--- src/rtl/ptmr_pkg.sv ---
package ptmr_pkg;
    localparam int CFG_W    = 32;
    localparam int CNT_W    = 16;
    localparam int DIV_W    = 8;
    localparam int MODE_W   = 2;
    localparam int HI_LSB   = 16;
    localparam int LO_LSB   = 0;
    localparam int DIV_LSB  = 16;
    localparam int MODE_LSB = 24;
    localparam int EN_BIT   = 28;

    localparam logic [MODE_W-1:0] MODE_PWM = 2'b10;

    localparam logic [CFG_W-1:0] CTRL_MASK =
        (((CFG_W'(1) << DIV_W) - 1) << DIV_LSB) |
        (((CFG_W'(1) << MODE_W) - 1) << MODE_LSB) |
        (CFG_W'(1) << EN_BIT);

    typedef enum logic [1:0] {
        PH_IDLE = 2'd0,
        PH_ARM  = 2'd1,
        PH_HIGH = 2'd2,
        PH_LOW  = 2'd3
    } phase_e;
endpackage

--- src/rtl/ptmr_prescale.sv ---
module ptmr_prescale #(
    parameter int DIV_W = ptmr_pkg::DIV_W
) (
    input  logic             clk,
    input  logic             rst_n,
    input  logic             run,
    input  logic [DIV_W-1:0] div,
    output logic             tick
);
    logic [DIV_W-1:0] cnt_d, cnt_q;

    always_comb begin
        cnt_d = cnt_q;
        if (!run) begin
            cnt_d = '0;
        end else if (cnt_q == div) begin
            cnt_d = '0;
        end else begin
            cnt_d = cnt_q + 1'b1;
        end
    end

    always_ff @(posedge clk) begin
        if (!rst_n) cnt_q <= '0;
        else        cnt_q <= cnt_d;
    end

    assign tick = run && (cnt_q == div);
endmodule

--- src/rtl/ptmr_phase.sv ---
module ptmr_phase
    import ptmr_pkg::*;
#(
    parameter int CNT_W = ptmr_pkg::CNT_W,
    parameter int DIV_W = ptmr_pkg::DIV_W
) (
    input  logic             clk,
    input  logic             rst_n,
    input  logic             active,
    input  logic             tick,
    input  logic [CNT_W-1:0] cfg_hi,
    input  logic [CNT_W-1:0] cfg_lo,
    input  logic [DIV_W-1:0] cfg_div,
    output logic [DIV_W-1:0] live_div,
    output logic             run,
    output logic             pwm
);
    typedef struct packed {
        phase_e           phase;
        logic [CNT_W-1:0] cnt;
        logic [CNT_W-1:0] lo;
        logic [DIV_W-1:0] div;
        logic             pwm;
    } st_t;

    st_t st_d, st_q;

    always_comb begin
        st_d = st_q;
        if (!active) begin
            st_d = '0;
        end else begin
            unique case (st_q.phase)
                PH_IDLE: begin
                    // take a working copy of the whole setting
                    st_d.phase = PH_ARM;
                    st_d.cnt   = cfg_hi;
                    st_d.lo    = cfg_lo;
                    st_d.div   = cfg_div;
                end
                PH_ARM: begin
                    if (tick) begin
                        st_d.phase = PH_HIGH;
                        st_d.pwm   = 1'b1;
                    end
                end
                PH_HIGH: begin
                    if (tick) begin
                        if (st_q.cnt == '0) begin
                            st_d.phase = PH_LOW;
                            st_d.cnt   = st_q.lo;
                            st_d.pwm   = 1'b0;
                        end else begin
                            st_d.cnt = st_q.cnt - 1'b1;
                        end
                    end
                end
                PH_LOW: begin
                    if (tick) begin
                        if (st_q.cnt == '0) begin
                            // period boundary: staged values become live
                            st_d.phase = PH_HIGH;
                            st_d.cnt   = cfg_hi;
                            st_d.lo    = cfg_lo;
                            st_d.div   = cfg_div;
                            st_d.pwm   = 1'b1;
                        end else begin
                            st_d.cnt = st_q.cnt - 1'b1;
                        end
                    end
                end
                default: st_d = '0;
            endcase
        end
    end

    always_ff @(posedge clk) begin
        if (!rst_n) st_q <= '0;
        else        st_q <= st_d;
    end

    assign live_div = st_q.div;
    assign run      = (st_q.phase != PH_IDLE);
    assign pwm      = st_q.pwm;
endmodule

--- src/rtl/ptmr_regs.sv ---
module ptmr_regs
    import ptmr_pkg::*;
#(
    parameter int CNT_W = ptmr_pkg::CNT_W,
    parameter int DIV_W = ptmr_pkg::DIV_W
) (
    input  logic              clk,
    input  logic              rst_n,
    input  logic              we,
    input  logic              sel,
    input  logic [CFG_W-1:0]  wdata,
    output logic [CFG_W-1:0]  rdata,
    output logic [CNT_W-1:0]  hi,
    output logic [CNT_W-1:0]  lo,
    output logic [DIV_W-1:0]  div,
    output logic              active
);
    typedef struct packed {
        logic [CNT_W-1:0]  hi;
        logic [CNT_W-1:0]  lo;
        logic [DIV_W-1:0]  div;
        logic [MODE_W-1:0] mode;
        logic              en;
    } cfg_t;

    cfg_t cfg_d, cfg_q;

    always_comb begin
        cfg_d = cfg_q;
        if (we) begin
            if (!sel) begin
                cfg_d.hi = wdata[HI_LSB +: CNT_W];
                cfg_d.lo = wdata[LO_LSB +: CNT_W];
            end else begin
                cfg_d.div  = wdata[DIV_LSB +: DIV_W];
                cfg_d.mode = wdata[MODE_LSB +: MODE_W];
                cfg_d.en   = wdata[EN_BIT];
            end
        end
    end

    always_ff @(posedge clk) begin
        if (!rst_n) cfg_q <= '0;
        else        cfg_q <= cfg_d;
    end

    always_comb begin
        rdata = '0;
        if (!sel) begin
            rdata[HI_LSB +: CNT_W] = cfg_q.hi;
            rdata[LO_LSB +: CNT_W] = cfg_q.lo;
        end else begin
            rdata[DIV_LSB +: DIV_W]   = cfg_q.div;
            rdata[MODE_LSB +: MODE_W] = cfg_q.mode;
            rdata[EN_BIT]             = cfg_q.en;
        end
    end

    assign hi     = cfg_q.hi;
    assign lo     = cfg_q.lo;
    assign div    = cfg_q.div;
    assign active = cfg_q.en && (cfg_q.mode == MODE_PWM);
endmodule

--- src/rtl/phase_pwm_timer.sv ---
module phase_pwm_timer
    import ptmr_pkg::*;
(
    input  logic              clk,
    input  logic              rst_n,
    input  logic              cfg_we,
    input  logic              cfg_sel,
    input  logic [CFG_W-1:0]  cfg_wdata,
    output logic [CFG_W-1:0]  cfg_rdata,
    output logic              pwm_out
);
    logic [CNT_W-1:0] cfg_hi, cfg_lo;
    logic [DIV_W-1:0] cfg_div, live_div;
    logic             active, run, tick;

    ptmr_regs #(.CNT_W(CNT_W), .DIV_W(DIV_W)) u_regs (
        .clk    (clk),
        .rst_n  (rst_n),
        .we     (cfg_we),
        .sel    (cfg_sel),
        .wdata  (cfg_wdata),
        .rdata  (cfg_rdata),
        .hi     (cfg_hi),
        .lo     (cfg_lo),
        .div    (cfg_div),
        .active (active)
    );

    ptmr_prescale #(.DIV_W(DIV_W)) u_pre (
        .clk   (clk),
        .rst_n (rst_n),
        .run   (run),
        .div   (live_div),
        .tick  (tick)
    );

    ptmr_phase #(.CNT_W(CNT_W), .DIV_W(DIV_W)) u_phase (
        .clk      (clk),
        .rst_n    (rst_n),
        .active   (active),
        .tick     (tick),
        .cfg_hi   (cfg_hi),
        .cfg_lo   (cfg_lo),
        .cfg_div  (cfg_div),
        .live_div (live_div),
        .run      (run),
        .pwm      (pwm_out)
    );
endmodule

--- config.mk ---
export PLATFORM = sky130hd
export DESIGN_NAME = phase_pwm_timer
export DESIGN_NICKNAME = d
export VERILOG_FILES = /design/src/rtl/ptmr_pkg.sv /design/src/rtl/ptmr_prescale.sv /design/src/rtl/ptmr_phase.sv /design/src/rtl/ptmr_regs.sv /design/src/rtl/phase_pwm_timer.sv
export SDC_FILE = /design/constraint.sdc
export NUM_CORES = 1
export LEC_CHECK = 0
export ABC_AREA = 1
export BUFFER_PORTS_ARGS = -buffer_cell sky130_fd_sc_hd__buf_2
export CORE_UTILIZATION = 59
export DETAILED_ROUTE_END_ITERATION = 7
export PLACE_DENSITY = 0.81
export SLEW_MARGIN = 20
export SYNTH_ARGS = -nofsm -noshare
export SYNTH_HDL_FRONTEND = slang
export SYNTH_HIERARCHICAL = 1
export SYNTH_SLANG_ARGS = --single-unit
--- constraint.sdc ---
create_clock -name clk -period 2.95 [get_ports clk]
set_input_delay 0.1475 -clock clk [delete_from_list [all_inputs] [get_ports clk]]
set_output_delay 0.1475 -clock clk [all_outputs]
set_load 0.1 [all_outputs]
==> results of run 1 <==
## worst min-delay path by stage
| stage | end | slack [ns] | cells after the start |
|---|---|---|---|
| global route | u_regs/cfg_q[0] | 0.06 | 3 |
| floorplan | u_regs/cfg_q[0] | 0.31 | 2 |
| finish | u_regs/div[6] | 0.04 | 3 |
| global placement | u_regs/div[1] | 0.42 | 3 |
| detailed placement | u_regs/div[6] | 0.42 | 3 |
| CTS | u_regs/div[6] | 0.03 | 3 |
## cells by family after synthesis
family,count (synthesis)
adders and majority gates,3
and+or+nand+nor,492
xor gates and xnor gates,14
DFF,94
AOI/OAI and AO/OA,92
buffers and inverters,220
## cell usage in the layout, fill, tap and decap left out, types with 2 or more instances in the layout
master      count
nand3_2         2
clkinvlp_4      2
xnor2_1         7
clkbuf_1        2
nand4_1        10
nor2_1        166
inv_1         125
xor2_1          7
clkbuf_8        9
nand3_1        90
inv_2           4
a21oi_2        20
ha_1            3
dfxtp_1        94
buf_2          68
clkinv_1        2
nand3b_1        5
o21ai_0        39
nand2_1       194
a21oi_1        30
nor2_4          5
a21boi_0        2
buf_4           9
nand2_2         3
nor2_2         13
## worst register-to-register path: cells and delay by family (launching register included)
kind	cells	cell delay [ns]
compound gates	1	0.38
flops	1	0.44
simple gates	9	1.54
## routing by layer
| metal | track usage | vias to the layer above | wire, um |
|---|---|---|---|
| met5 | 0 | - | 0 |
| met3 | 0.0462 | 18 | 752 |
| met1 | 0.382 | 2381 | 6270 |
| met2 | 0.426 | 169 | 5680 |
| li1 | - | 2760 | - |
| met4 | 0.0635 | 0 | 150 |
## sequential cells by signal, indices dropped and copies added, names as in the netlist
register	flops
u_phase/st_q	34
u_regs/hi	16
u_regs/lo	16
u_phase/live_div	8
u_pre/cnt_q	8
u_regs/div	8
u_regs/cfg_q	3
u_phase/pwm	1
## cell type report
cell class / count / area, um2
flip-flops and latches: 94 / 1880
multi-input cells: 601 / 2820
fillers: 937 / 3410
clock buffers: 11 / 131
repair buffers: 77 / 408
well taps: 129 / 161
inverters: 132 / 498
clock inverters: 5 / 58.8
## stage by stage
step                      cell area, um2  hold slack [ns]
final                               5960           0.0365
after global routing                5960           0.0637
after CTS                           5960           0.0347
after detailed placement            5770            0.421
after global placement              5770            0.416
after floorplan                     5810            0.310
## power groups by stage
stage	combinational (W)	clock [W]	sequential, W
2_1_floorplan	0.000423	0	0.00136
3_3_place_gp	0.000435	0	0.00138
3_5_place_dp	0.000439	0	0.00138
4_1_cts	0.000440	0.000864	0.00135
5_1_grt	0.000483	0.000917	0.00136
6_report	0.000442	0.000856	0.00135
==> flow_summary.json, run 1 <==
{
  "synth_area_per_cell_um2": 6.35,
  "startpoint": "u_pre/cnt_q[0]",
  "postSynth.asyncResetShare": 0,
  "ff2ff_path_depth": 10,
  "clkPwrFrac": 0.323,
  "synth_compound_area_frac": 0.0934,
  "pre_cts_ws_ns": 0.594,
  "switching_share": 0.314,
  "drc": 0,
  "core_area_mm2": 0.00937,
  "vias_per_cell": 5.08,
  "clockBufferDepth": 2,
  "p_comb_frac": 0.167,
  "initial_utilization": 0.620,
  "setup_slack_ns": 0.479,
  "status": "completed",
  "synth.top_cell.area_share": 0.324,
  "synth_area_leaders": "dfxtp_1 32%, nand2_1 13%, nor2_1 11%",
  "drive_gt1_frac": 0.154,
  "grt_usage": 0.269,
  "fin_total_pwr_w": 0.00265,
  "final.setup.tns_ns": 0,
  "max_stage_delay_ns": 0.70,
  "slew_headroom": 0.266,
  "fin_skew_ns": 0.0134,
  "rr_endpoint": "u_phase/live_div[7]",
  "stdcell_count": 1049,
  "grt_pass1_wl_um": 22200,
  "die_w_um": 101,
  "grt_max_degree": 56,
  "critPathRequiredTime_ns": 3.20,
  "syn_inst": 915,
  "synth_nets": 954,
  "start_kind": "flop",
  "finalCritPeriodShare": 0.838,
  "cp_cell_sequence": "nand2_1, nand2_1, nand2_2, nor2_1, nand2_2, nor2_1, nand2_1, or2_2, a21oi_1, nor2_1",
  "crit_path_end_kind": "flop",
  "setup_viol": 0,
  "endpoint": "u_phase/live_div[7]",
  "place.gp.congestion": 0.966,
  "critPathBufInv": 0,
  "tightest_slew_ns": 1.10,
  "grt_pass1_vias": 4619,
  "path_clk_slew_ns": 0.10,
  "dp.cells": 1033,
  "synthMuxAreaShare": 0,
  "post-route-util": 0.636,
  "place_hpwl_um": 8880,
  "netlist_area_mm2": 0.00581,
  "cts_sinks": 94,
  "drv_cap": 0,
  "drt-total-wl_um": 12900,
  "power_density_mw_per_mm2": 444,
  "fin_nets": 954,
  "htreeDepth": 3,
  "internal_power_w": 0.00182,
  "hold_start": "cfg_wdata[22]",
  "drt_iter0_drc": 456,
  "r2r_setup_slack_ns": 0.48,
  "synth_area_leader_cell": "dfxtp_1",
  "yosys.cell_types.count": 32,
  "rsz0062_at_grt": "no",
  "crit_fanout": 48,
  "pin_count": 69,
  "cts-root-buf": "clkbuf_8",
  "cpMaxStageDelayCell": "or2_2",
  "grt_overflow": 0,
  "yosys.area_share.simple": 0.365,
  "max_freq_mhz": 405,
  "vias": 5328,
  "ant_nets": 0,
  "clock_latency_ns": 0.37,
  "timing_hold_violations_final": 0,
  "yosysMostFrequentCell": "nand2_1",
  "cts_tree": "done",
  "syn_to_final_growth_pct": 2.56,
  "critPathTopFamily": "simple AND/OR/NAND/NOR gates",
  "ys_seq_elements": 94,
  "ys_seq_area_frac": 0.324,
  "synth_top_family_by_area": "simple AND/OR/NAND/NOR gates",
  "cts_post_setup_buffers_inserted": 0,
  "dieArea_mm2": 0.0103,
  "path_depth": 10,
  "antenna_cells": 0,
  "synth_fa_ha_area_frac": 0.00646,
  "rows": 35,
  "cts_resized": 0,
  "yosys_warnings": 6,
  "rr_startpoint": "u_pre/cnt_q[0]",
  "critPathKind": "flop to flop",
  "finalMaxSlewViolations": 0,
  "antenna_found_initial": 0,
  "seqPwrFrac": 0.510,
  "hold_path_class": "input pin to flop",
  "p_leak_nw": 2.90,
  "cts-hold-fix-buffers": 0,
  "peakVddDrop_mv": 0.339,
  "die_h_um": 101,
  "drt-pass1-iter-count": 5,
  "arrival_ns": 2.72,
  "buffer_ports.inserted": 68,
  "min_period_ns": 2.47,
  "synth_enable_flop_cells": 0,
  "synth_common_cells": "194 x nand2_1, 166 x nor2_1, 125 x inv_1",
  "synthXorXnorAreaFrac": 0.0211,
  "wl_per_cell_um": 12.3,
  "ys.flop_type": "dfxtp_1",
  "cts_buffers": 9,
  "p_switching_w": 0.000833
}
Power figures use the tool's default switching activity.
==> run 2: changes to the inputs <==
==> constraint.sdc (replaced) <==
create_clock -name clk -period 2.35 [get_ports clk]
set_input_delay 0.1175 -clock clk [delete_from_list [all_inputs] [get_ports clk]]
set_output_delay 0.1175 -clock clk [all_outputs]
set_load 0.1 [all_outputs]
==> flow_summary.json, run 2 (same netlist as run 1, synthesis figures left out) <==
{
  "fin_nets": 961,
  "rr_startpoint": "u_pre/cnt_q[2]",
  "setup_viol": 0,
  "peakVddDrop_mv": 0.330,
  "vias_per_cell": 5.09,
  "p_leak_nw": 2.95,
  "ant_nets": 0,
  "tightest_slew_ns": 0.663,
  "switching_share": 0.318,
  "drt-pass1-iter-count": 6,
  "syn_to_final_growth_pct": 3.98,
  "hold_start": "cfg_wdata[17]",
  "layout_common_cells": "194 x nand2_1, 165 x nor2_1, 125 x inv_1, 94 x dfxtp_1, 90 x nand3_1",
  "seqPwrFrac": 0.498,
  "drt_iter0_drc": 365,
  "clkPwrFrac": 0.337,
  "path_clk_slew_ns": 0.10,
  "critPathKind": "flop to flop",
  "grt_max_degree": 56,
  "die_w_um": 101,
  "status": "completed",
  "final.setup.tns_ns": 0,
  "finalCritPeriodShare": 0.905,
  "htreeDepth": 3,
  "worstHoldPathCells": 3,
  "nFillCells": 898,
  "hold_end": "u_regs/div[1]",
  "p_comb_frac": 0.164,
  "post-route-util": 0.645,
  "min_period_ns": 2.13,
  "dieArea_mm2": 0.0103,
  "place_hpwl_um": 9020,
  "rsz0062_at_grt": "no",
  "buffer_ports.inserted": 68,
  "placed_area_mm2": 0.00581,
  "clockBufferDepth": 2,
  "die_h_um": 101,
  "cts_sinks": 94,
  "drt-total-wl_um": 13200,
  "grt_overflow": 0,
  "clock_latency_ns": 0.37,
  "ff2ff_path_depth": 11,
  "antenna_found_initial": 0,
  "fin_total_pwr_w": 0.00341,
  "largest_reg_flops": 34,
  "wl_per_cell_um": 12.5,
  "cts_tree": "done",
  "cts-root-buf": "clkbuf_8",
  "start_kind": "flop",
  "finalMaxSlewViolations": 0,
  "core_area_mm2": 0.00937,
  "crit_path_end_kind": "flop",
  "fin_area_mm2": 0.00605,
  "arrival_ns": 2.42,
  "antenna_cells": 0,
  "initial_utilization": 0.620,
  "largest_register": "u_phase/st_q",
  "internal_power_w": 0.00232,
  "timing_hold_violations_final": 0,
  "max_freq_mhz": 470,
  "final_common_cell": "nand2_1",
  "r2r_setup_slack_ns": 0.22,
  "vias": 5374,
  "grt_pass1_wl_um": 22800,
  "rr_endpoint": "u_phase/st_q[15]",
  "fin_skew_ns": 0.0135,
  "cts_buffers": 9,
  "place.gp.congestion": 0.939,
  "slew_headroom": 0.558,
  "p_switching_w": 0.00108,
  "power_density_mw_per_mm2": 564,
  "drv_cap": 0,
  "grt_usage": 0.280,
  "drive_gt1_frac": 0.162,
  "drc": 0,
  "hold_path_class": "input pin to flop",
  "rows": 35,
  "crit_fanout": 32,
  "critPathRequiredTime_ns": 2.65,
  "pin_count": 69,
  "grt_pass1_vias": 4866
}
[run 2: changes by cell type in the layout (fill, tap and decap cells not counted), moves of 2 or more]
cell and change:
o21ai_0 -2, buf_4 +5, clkinv_4 +3, dlygate4sd3_1 +2, o21ai_1 +2
[run 2: layer usage]
metal	routed length [um]	GRT usage	vias to the layer above
li1	-	-	2777
met1	6220	0.381	2380
met2	5750	0.444	192
met3	885	0.0552	25
met4	316	0.100	0
met5	0	0	-
[run 2: layout make-up]
class,count,area (um2),area share
clock inverters,5,67.6,0.0112
multi-input cells,601,2830,0.468
repair buffers,84,465,0.0770
clock buffers,11,141,0.0234
well taps,129,161,0.0267
inverters,132,502,0.0830
flip-flops and latches,94,1880,0.311
[run 2: stage by stage]
step,setup WS [ns],std cells,hold WS [ns]
5_1_grt,0.0377,1056,0.0171
3_5_place_dp,0.263,1038,0.390
3_3_place_gp,0.266,1038,0.384
2_1_floorplan,0.0960,915,0.280
6_report,0.222,1056,0.0152
4_1_cts,0.157,1056,0.00726
[run 2: how the worst max path moves through the flow]
stage / to / slack (ns) / start / cells after the start
after floorplan: u_phase/st_q[25] / 0.1 / u_phase/st_q[42] / 12
after global placement: u_phase/st_q[24] / 0.27 / u_pre/cnt_q[2] / 10
after detailed placement: u_phase/st_q[15] / 0.26 / u_pre/cnt_q[2] / 10
after CTS: u_phase/st_q[15] / 0.16 / u_pre/cnt_q[2] / 11
after global routing: u_phase/st_q[21] / 0.04 / u_pre/cnt_q[0] / 12
final: u_phase/st_q[15] / 0.22 / u_pre/cnt_q[2] / 11
[run 2: critical path, cell delays in order, from the launching register on]
cell     delay, ns
dfxtp_1       0.45
xnor2_1       0.15
nand2_1       0.06
nor2_1        0.11
nand2_2       0.09
nor2_2        0.18
nand2_1       0.12
or2_2         0.33
buf_4         0.26
nand3_1       0.12
nand2_1       0.07
nor2_1        0.10
[run 2: power by group through the flow]
stage | combinational (W) | sequential, W | clock [W]
floorplan | 0.000531 | 0.00171 | 0
CTS | 0.000557 | 0.00170 | 0.00116
detailed placement | 0.000551 | 0.00173 | 0
finish | 0.000561 | 0.00170 | 0.00115
global placement | 0.000548 | 0.00173 | 0
global route | 0.000609 | 0.00170 | 0.00124
[run 2: timing repair]
item / in CTS / in global routing
buffers inserted: 0 / 0
gates resized for setup: 0 / 2
hold buffers: 2 / 0
hold endpoints to repair: 2 / 0
setup endpoints to repair: 0 / 20
